**src/rtl/lane_unit_pkg.sv**
```systemverilog
package lane_unit_pkg;
    localparam int LANES  = 4;
    localparam int BYTE_W = 8;
    localparam int WORD_W = LANES * BYTE_W;

    typedef enum logic [1:0] {
        SZ_BYTE = 2'b00,
        SZ_HALF = 2'b01,
        SZ_WORD = 2'b10,
        SZ_WIDE = 2'b11
    } acc_size_e;
endpackage

```
**src/rtl/lane_addr_gen.sv**
```systemverilog
module lane_addr_gen
    import lane_unit_pkg::*;
#(
    parameter int ADDR_W = 32,
    parameter int OFF_W  = 12
) (
    input  logic [ADDR_W-1:0] base_i,
    input  logic [OFF_W-1:0]  off_i,
    input  acc_size_e         size_i,
    output logic [1:0]        lo_o,
    output logic [ADDR_W-1:0] word_addr_o,
    output logic              misalign_o
);
    localparam int EXT_W = ADDR_W - OFF_W;

    logic [ADDR_W-1:0] eff;

    always_comb begin
        eff         = base_i + {{EXT_W{off_i[OFF_W-1]}}, off_i};
        lo_o        = eff[1:0];
        word_addr_o = {eff[ADDR_W-1:2], 2'b00};
        unique case (size_i)
            SZ_BYTE: misalign_o = 1'b0;
            SZ_HALF: misalign_o = eff[0];
            default: misalign_o = |eff[1:0];
        endcase
    end
endmodule

```
**src/rtl/lane_store_pack.sv**
```systemverilog
module lane_store_pack
    import lane_unit_pkg::*;
(
    input  acc_size_e          size_i,
    input  logic [1:0]         lo_i,
    input  logic               store_i,
    input  logic               misalign_i,
    input  logic [WORD_W-1:0]  reg_i,
    output logic [LANES-1:0]   strobe_o,
    output logic [WORD_W-1:0]  wdata_o
);
    logic [LANES-1:0] mask;
    logic [1:0]       shamt;

    always_comb begin
        unique case (size_i)
            SZ_BYTE: begin mask = 4'b0001; shamt = lo_i;           end
            SZ_HALF: begin mask = 4'b0011; shamt = {lo_i[1], 1'b0}; end
            default: begin mask = 4'b1111; shamt = 2'b00;          end
        endcase
        strobe_o = (store_i && !misalign_i) ? (mask << shamt) : '0;
    end

    for (genvar g = 0; g < LANES; g++) begin : g_lane
        always_comb begin
            unique case (size_i)
                SZ_BYTE: wdata_o[g*BYTE_W +: BYTE_W] = reg_i[0 +: BYTE_W];
                SZ_HALF: wdata_o[g*BYTE_W +: BYTE_W] = reg_i[(g%2)*BYTE_W +: BYTE_W];
                default: wdata_o[g*BYTE_W +: BYTE_W] = reg_i[g*BYTE_W +: BYTE_W];
            endcase
        end
    end
endmodule

```
**src/rtl/lane_load_extract.sv**
```systemverilog
module lane_load_extract
    import lane_unit_pkg::*;
(
    input  logic [WORD_W-1:0] word_i,
    input  acc_size_e         size_i,
    input  logic              unsigned_i,
    input  logic [1:0]        lo_i,
    output logic [WORD_W-1:0] data_o
);
    logic [WORD_W-1:0] sh_b;
    logic [WORD_W-1:0] sh_h;
    logic [7:0]        b;
    logic [15:0]       h;

    always_comb begin
        sh_b = word_i >> {lo_i, 3'b000};
        sh_h = word_i >> {lo_i[1], 4'b0000};
        b    = sh_b[7:0];
        h    = sh_h[15:0];
        unique case (size_i)
            SZ_BYTE: data_o = {{(WORD_W-8){~unsigned_i & b[7]}}, b};
            SZ_HALF: data_o = {{(WORD_W-16){~unsigned_i & h[15]}}, h};
            default: data_o = word_i;
        endcase
    end
endmodule

```
**src/rtl/byte_lane_unit.sv**
```systemverilog
module byte_lane_unit
    import lane_unit_pkg::*;
#(
    parameter int ADDR_W = 32,
    parameter int OFF_W  = 12
) (
    input  logic [ADDR_W-1:0] req_base,
    input  logic [OFF_W-1:0]  req_off,
    input  logic [1:0]        req_size,
    input  logic              req_store,
    input  logic [31:0]       req_wdata,
    input  logic [31:0]       ld_word,
    input  logic [1:0]        ld_size,
    input  logic              ld_unsigned,
    input  logic [1:0]        ld_lo,
    output logic [ADDR_W-1:0] mem_addr,
    output logic [3:0]        mem_wstrb,
    output logic [31:0]       mem_wdata,
    output logic              req_misalign,
    output logic [31:0]       ld_data
);
    acc_size_e  st_sz;
    acc_size_e  rd_sz;
    logic [1:0] st_lo;

    assign st_sz = acc_size_e'(req_size);
    assign rd_sz = acc_size_e'(ld_size);

    lane_addr_gen #(.ADDR_W(ADDR_W), .OFF_W(OFF_W)) i_addr (
        .base_i      (req_base),
        .off_i       (req_off),
        .size_i      (st_sz),
        .lo_o        (st_lo),
        .word_addr_o (mem_addr),
        .misalign_o  (req_misalign)
    );

    lane_store_pack i_pack (
        .size_i     (st_sz),
        .lo_i       (st_lo),
        .store_i    (req_store),
        .misalign_i (req_misalign),
        .reg_i      (req_wdata),
        .strobe_o   (mem_wstrb),
        .wdata_o    (mem_wdata)
    );

    lane_load_extract i_extract (
        .word_i     (ld_word),
        .size_i     (rd_sz),
        .unsigned_i (ld_unsigned),
        .lo_i       (ld_lo),
        .data_o     (ld_data)
    );

    // Cross-module checks on settled combinational values
    always_comb begin
        assert_word_aligned_R1: assert (mem_addr[1:0] == 2'b00);
        if (req_misalign) begin
            assert_no_strobe_misaligned_R3: assert (mem_wstrb == 4'b0000);
        end
        if (mem_wstrb != 4'b0000) begin
            assert_strobe_width_R3: assert ($countones(mem_wstrb) ==
                ((req_size == 2'd0) ? 1 : (req_size == 2'd1) ? 2 : 4));
        end
        if (req_size == 2'd0) begin
            for (int k = 0; k < LANES; k++) begin
                if (mem_wstrb[k]) begin
                    assert_byte_lane_R4: assert (mem_wdata[k*8 +: 8] == req_wdata[7:0]);
                end
            end
        end
        if (ld_size == 2'd0 && !ld_unsigned) begin
            assert_sext_byte_R5: assert (ld_data[31:8] == {24{ld_data[7]}});
        end
        if (ld_size == 2'd0 && ld_unsigned) begin
            assert_zext_byte_R6: assert (ld_data[31:8] == 24'd0);
        end
    end
endmodule

```
**config.mk**
```make
export PLATFORM = sky130hd
export DESIGN_NAME = byte_lane_unit
export DESIGN_NICKNAME = d
export VERILOG_FILES = /design/src/rtl/lane_unit_pkg.sv /design/src/rtl/lane_addr_gen.sv /design/src/rtl/lane_store_pack.sv /design/src/rtl/lane_load_extract.sv /design/src/rtl/byte_lane_unit.sv
export SDC_FILE = /design/constraint.sdc
export NUM_CORES = 1
export LEC_CHECK = 0
export ABC_AREA = 0
export BUFFER_PORTS_ARGS = -buffer_cell sky130_fd_sc_hd__buf_2
export CORE_MARGIN = 5
export CORE_UTILIZATION = 43
export DETAILED_ROUTE_END_ITERATION = 6
export GPL_TIMING_DRIVEN = 0
export PLACE_DENSITY_LB_ADDON = 0.08
export SLEW_MARGIN = 30
export SYNTH_ARGS = -nofsm -noshare
export SYNTH_HDL_FRONTEND = slang
export SYNTH_HIERARCHICAL = 1
export SYNTH_SLANG_ARGS = --single-unit
export TNS_END_PERCENT = 100
```
**constraint.sdc**
```tcl
create_clock -name vclk -period 5.25
set_input_delay 1.575 -clock vclk [all_inputs]
set_output_delay 1.575 -clock vclk [all_outputs]
set_load 0.01 [all_outputs]
```
==> impl_metrics.json <==
{
  "top_layer_used": "met4",
  "cp.required_ns": 3.68,
  "synth_area_leaders": "ha_1 13%, mux2i_1 6.4%, nand2_1 6.3%",
  "syn_avg_cell_area_sq_um": 7.39,
  "grt_pass1_vias": 3845,
  "gp_congestion": 0.923,
  "syn_area_sq_um": 2990,
  "final_common_cell": "buf_2",
  "power.total_uw": 632,
  "syn_inst": 405,
  "area_growth_syn_to_layout_pct": 58.6,
  "yosys_warnings": 6,
  "period_minus_slack_ns": 5.18,
  "critPathKind": "in -> out",
  "regArea_sq_um": 0,
  "max_slew.worst_pin.slew_ns": 0.863,
  "setup_violations": 0,
  "hold_path.class": "in -> out",
  "min_to": "mem_wdata[26]",
  "ys_types": 65,
  "power.leakage_uw": 0.00234,
  "post_drt_wl_per_cell_um": 17.3,
  "io_buffers": 214,
  "grt_max_degree": 22,
  "multi_input_area_sq_um": 3110,
  "synth_top_area_cell": "ha_1",
  "place_hpwl_um": 10000,
  "start_kind": "primary input",
  "vias_per_cell": 5.63,
  "synth.top_cell.area_share_pct": 13.0,
  "cp-end-kind": "primary output",
  "first_pass_iters": 4,
  "fmax_mhz": 193,
  "ios": 217,
  "nets": 780,
  "routed_wl_um": 12600,
  "min_from": "req_wdata[26]",
  "grt.overflow.total": 0,
  "nFillCells": 591,
  "grtUsageTotal_pct": 25.7,
  "rsz0062_at_grt": "true",
  "min_path_cells": 4,
  "fp-row-count": 30,
  "tns_ns": 0,
  "die_w_um": 93.4,
  "arrival_ns": 3.61,
  "clkbuf_count": 0,
  "met3_length_um": 758,
  "coreArea_sq_um": 6790,
  "drc": 0,
  "wl_met1_um": 4850,
  "start_util_pct": 44.0,
  "num_vias": 4100,
  "status": "complete, no violations",
  "die_area_sq_um": 8730,
  "drive_above_1_share_pct": 56.2,
  "drt_iter0_drc": 120,
  "period_share_pct": 98.7,
  "worst_path_max_delay_cell": "or3_1",
  "antenna_found_initial": 2,
  "ant_nets": 0,
  "die-height_um": 93.4,
  "mostFrequentLayoutCells": "207 x buf_2, 49 x nand2_1, 30 x buf_4",
  "slew_headroom_pct": 42.3,
  "powerDensity_nw_per_um2": 133,
  "finalHoldViolCount": 0,
  "vdd_drop_max_uv": 77.2,
  "nFlopsAndLatches": 0,
  "timing.final.max_slew_violations": 0,
  "grt_pass1_wl_um": 18800,
  "synth_seq_area_share_pct": 0,
  "cpPeakStageDelay_ns": 0.36,
  "dr_wl_met2_um": 6660,
  "path_cells": "buf_6 -> ha_4 -> and3_4 -> o211ai_1 -> o21bai_4 -> a22oi_4 -> a311oi_4 -> o311a_1 -> or3_1 -> buf_2",
  "crit_path_max_fanout": 5,
  "cap_violations": 0
}
-- through the flow --
step	cell area, sq um	utilization (%)	cells	hold WS (ns)	setup WS (ns)
finish	4740	69.8	728	3.45	0.0673
global route	4740	69.8	728	3.46	-0.0414
CTS	4400	64.7	714	3.45	0.000544
detailed placement	4190	61.6	716	3.45	-0.477
global placement	4190	61.6	716	3.45	-0.405
floorplan	3000	-	406	3.24	0.171
-- worst max path at each step --
stage / from / endpoint / slack, ns
finish: req_base[8] / mem_addr[31] / 0.07
global route: req_off[0] / mem_addr[26] / -0.04
CTS: req_off[10] / mem_addr[31] / 0.0005
detailed placement: req_off[11] / mem_addr[31] / -0.48
global placement: req_off[11] / mem_addr[31] / -0.41
floorplan: req_base[0] / mem_addr[26] / 0.17
-- logic make-up (layout without fill, tap and decap cells) --
logic type                 count (synthesis)  in the layout  share of synthesized area, %
buffers and inverters                     43            267                          8.62
adders and majority gates                 32             32                          13.6
xor gates and xnor gates                  28             28                          8.20
muxes                                     37             37                          13.6
other                                      1              4                         0.125
AOI/OAI and AO/OA                        153            153                          37.7
and+or+nand+nor                          111            111                          18.1
-- Yosys cell counts, types with 2 or more instances --
| library cell | instances |
|---|---|
| a21oi_1 | 34 |
| nor2b_1 | 2 |
| o311ai_1 | 2 |
| ha_1 | 31 |
| buf_4 | 12 |
| o211ai_1 | 3 |
| o21ai_1 | 9 |
| nand2b_1 | 5 |
| o21bai_1 | 4 |
| a221o_1 | 8 |
| a22o_1 | 9 |
| o21ai_2 | 11 |
| nor2_1 | 17 |
| or2_2 | 3 |
| a311oi_1 | 2 |
| nand3_1 | 10 |
| clkbuf_1 | 10 |
| o221a_2 | 8 |
| nor3_1 | 4 |
| o21a_1 | 2 |
| inv_1 | 8 |
| nand4_1 | 8 |
| mux2i_1 | 19 |
| nor3b_1 | 2 |
| o21ai_0 | 21 |
| o221ai_1 | 2 |
| a31oi_1 | 3 |
| a21o_1 | 19 |
| xor2_1 | 15 |
| a211oi_1 | 3 |
| mux2_2 | 16 |
| xnor2_1 | 13 |
| buf_2 | 4 |
| nand2_1 | 50 |
| buf_6 | 6 |
-- what timing repair did --
action / in CTS / in global routing
setup endpoints to repair: 14 / 11
hold buffers: 0 / 0
pin swaps: 10 / 27
setup buffers: 5 / 13
gates resized for setup: 33 / 46
-- final cells by class --
cell class	count	area share, %
multi-input cells	363	65.7
repair buffers	232	26.8
plain buffers	26	4.19
well taps	96	2.53
inverters	9	0.712
diodes	2	0.106
-- critical path: cells and delay by family --
kind | cells | cell delay [ns]
AO/OA/AOI/OAI | 5 | 0.97
adder cells (fa/ha/maj) | 1 | 0.28
buffers and inverters | 2 | 0.23
AND/OR/NAND/NOR | 2 | 0.54
-- per-layer routing --
metal	global-route usage, %	vias to the layer above
li1	-	1995
met1	30.5	1936
met2	49.1	143
met3	2.25	26
met4	5.98	0
met5	0	-
-- power breakdown --
group | switching (uW) | internal (uW) | total [uW] | leakage, uW
logic | 334 | 298 | 632 | 0.00234
registers | 0 | 0 | 0 | 0
clock network | 0 | 0.0000510 | 0.0000510 | 0.0000000127
total | 334 | 298 | 632 | 0.00234
Note: power is estimated with default switching activity, not from simulation.
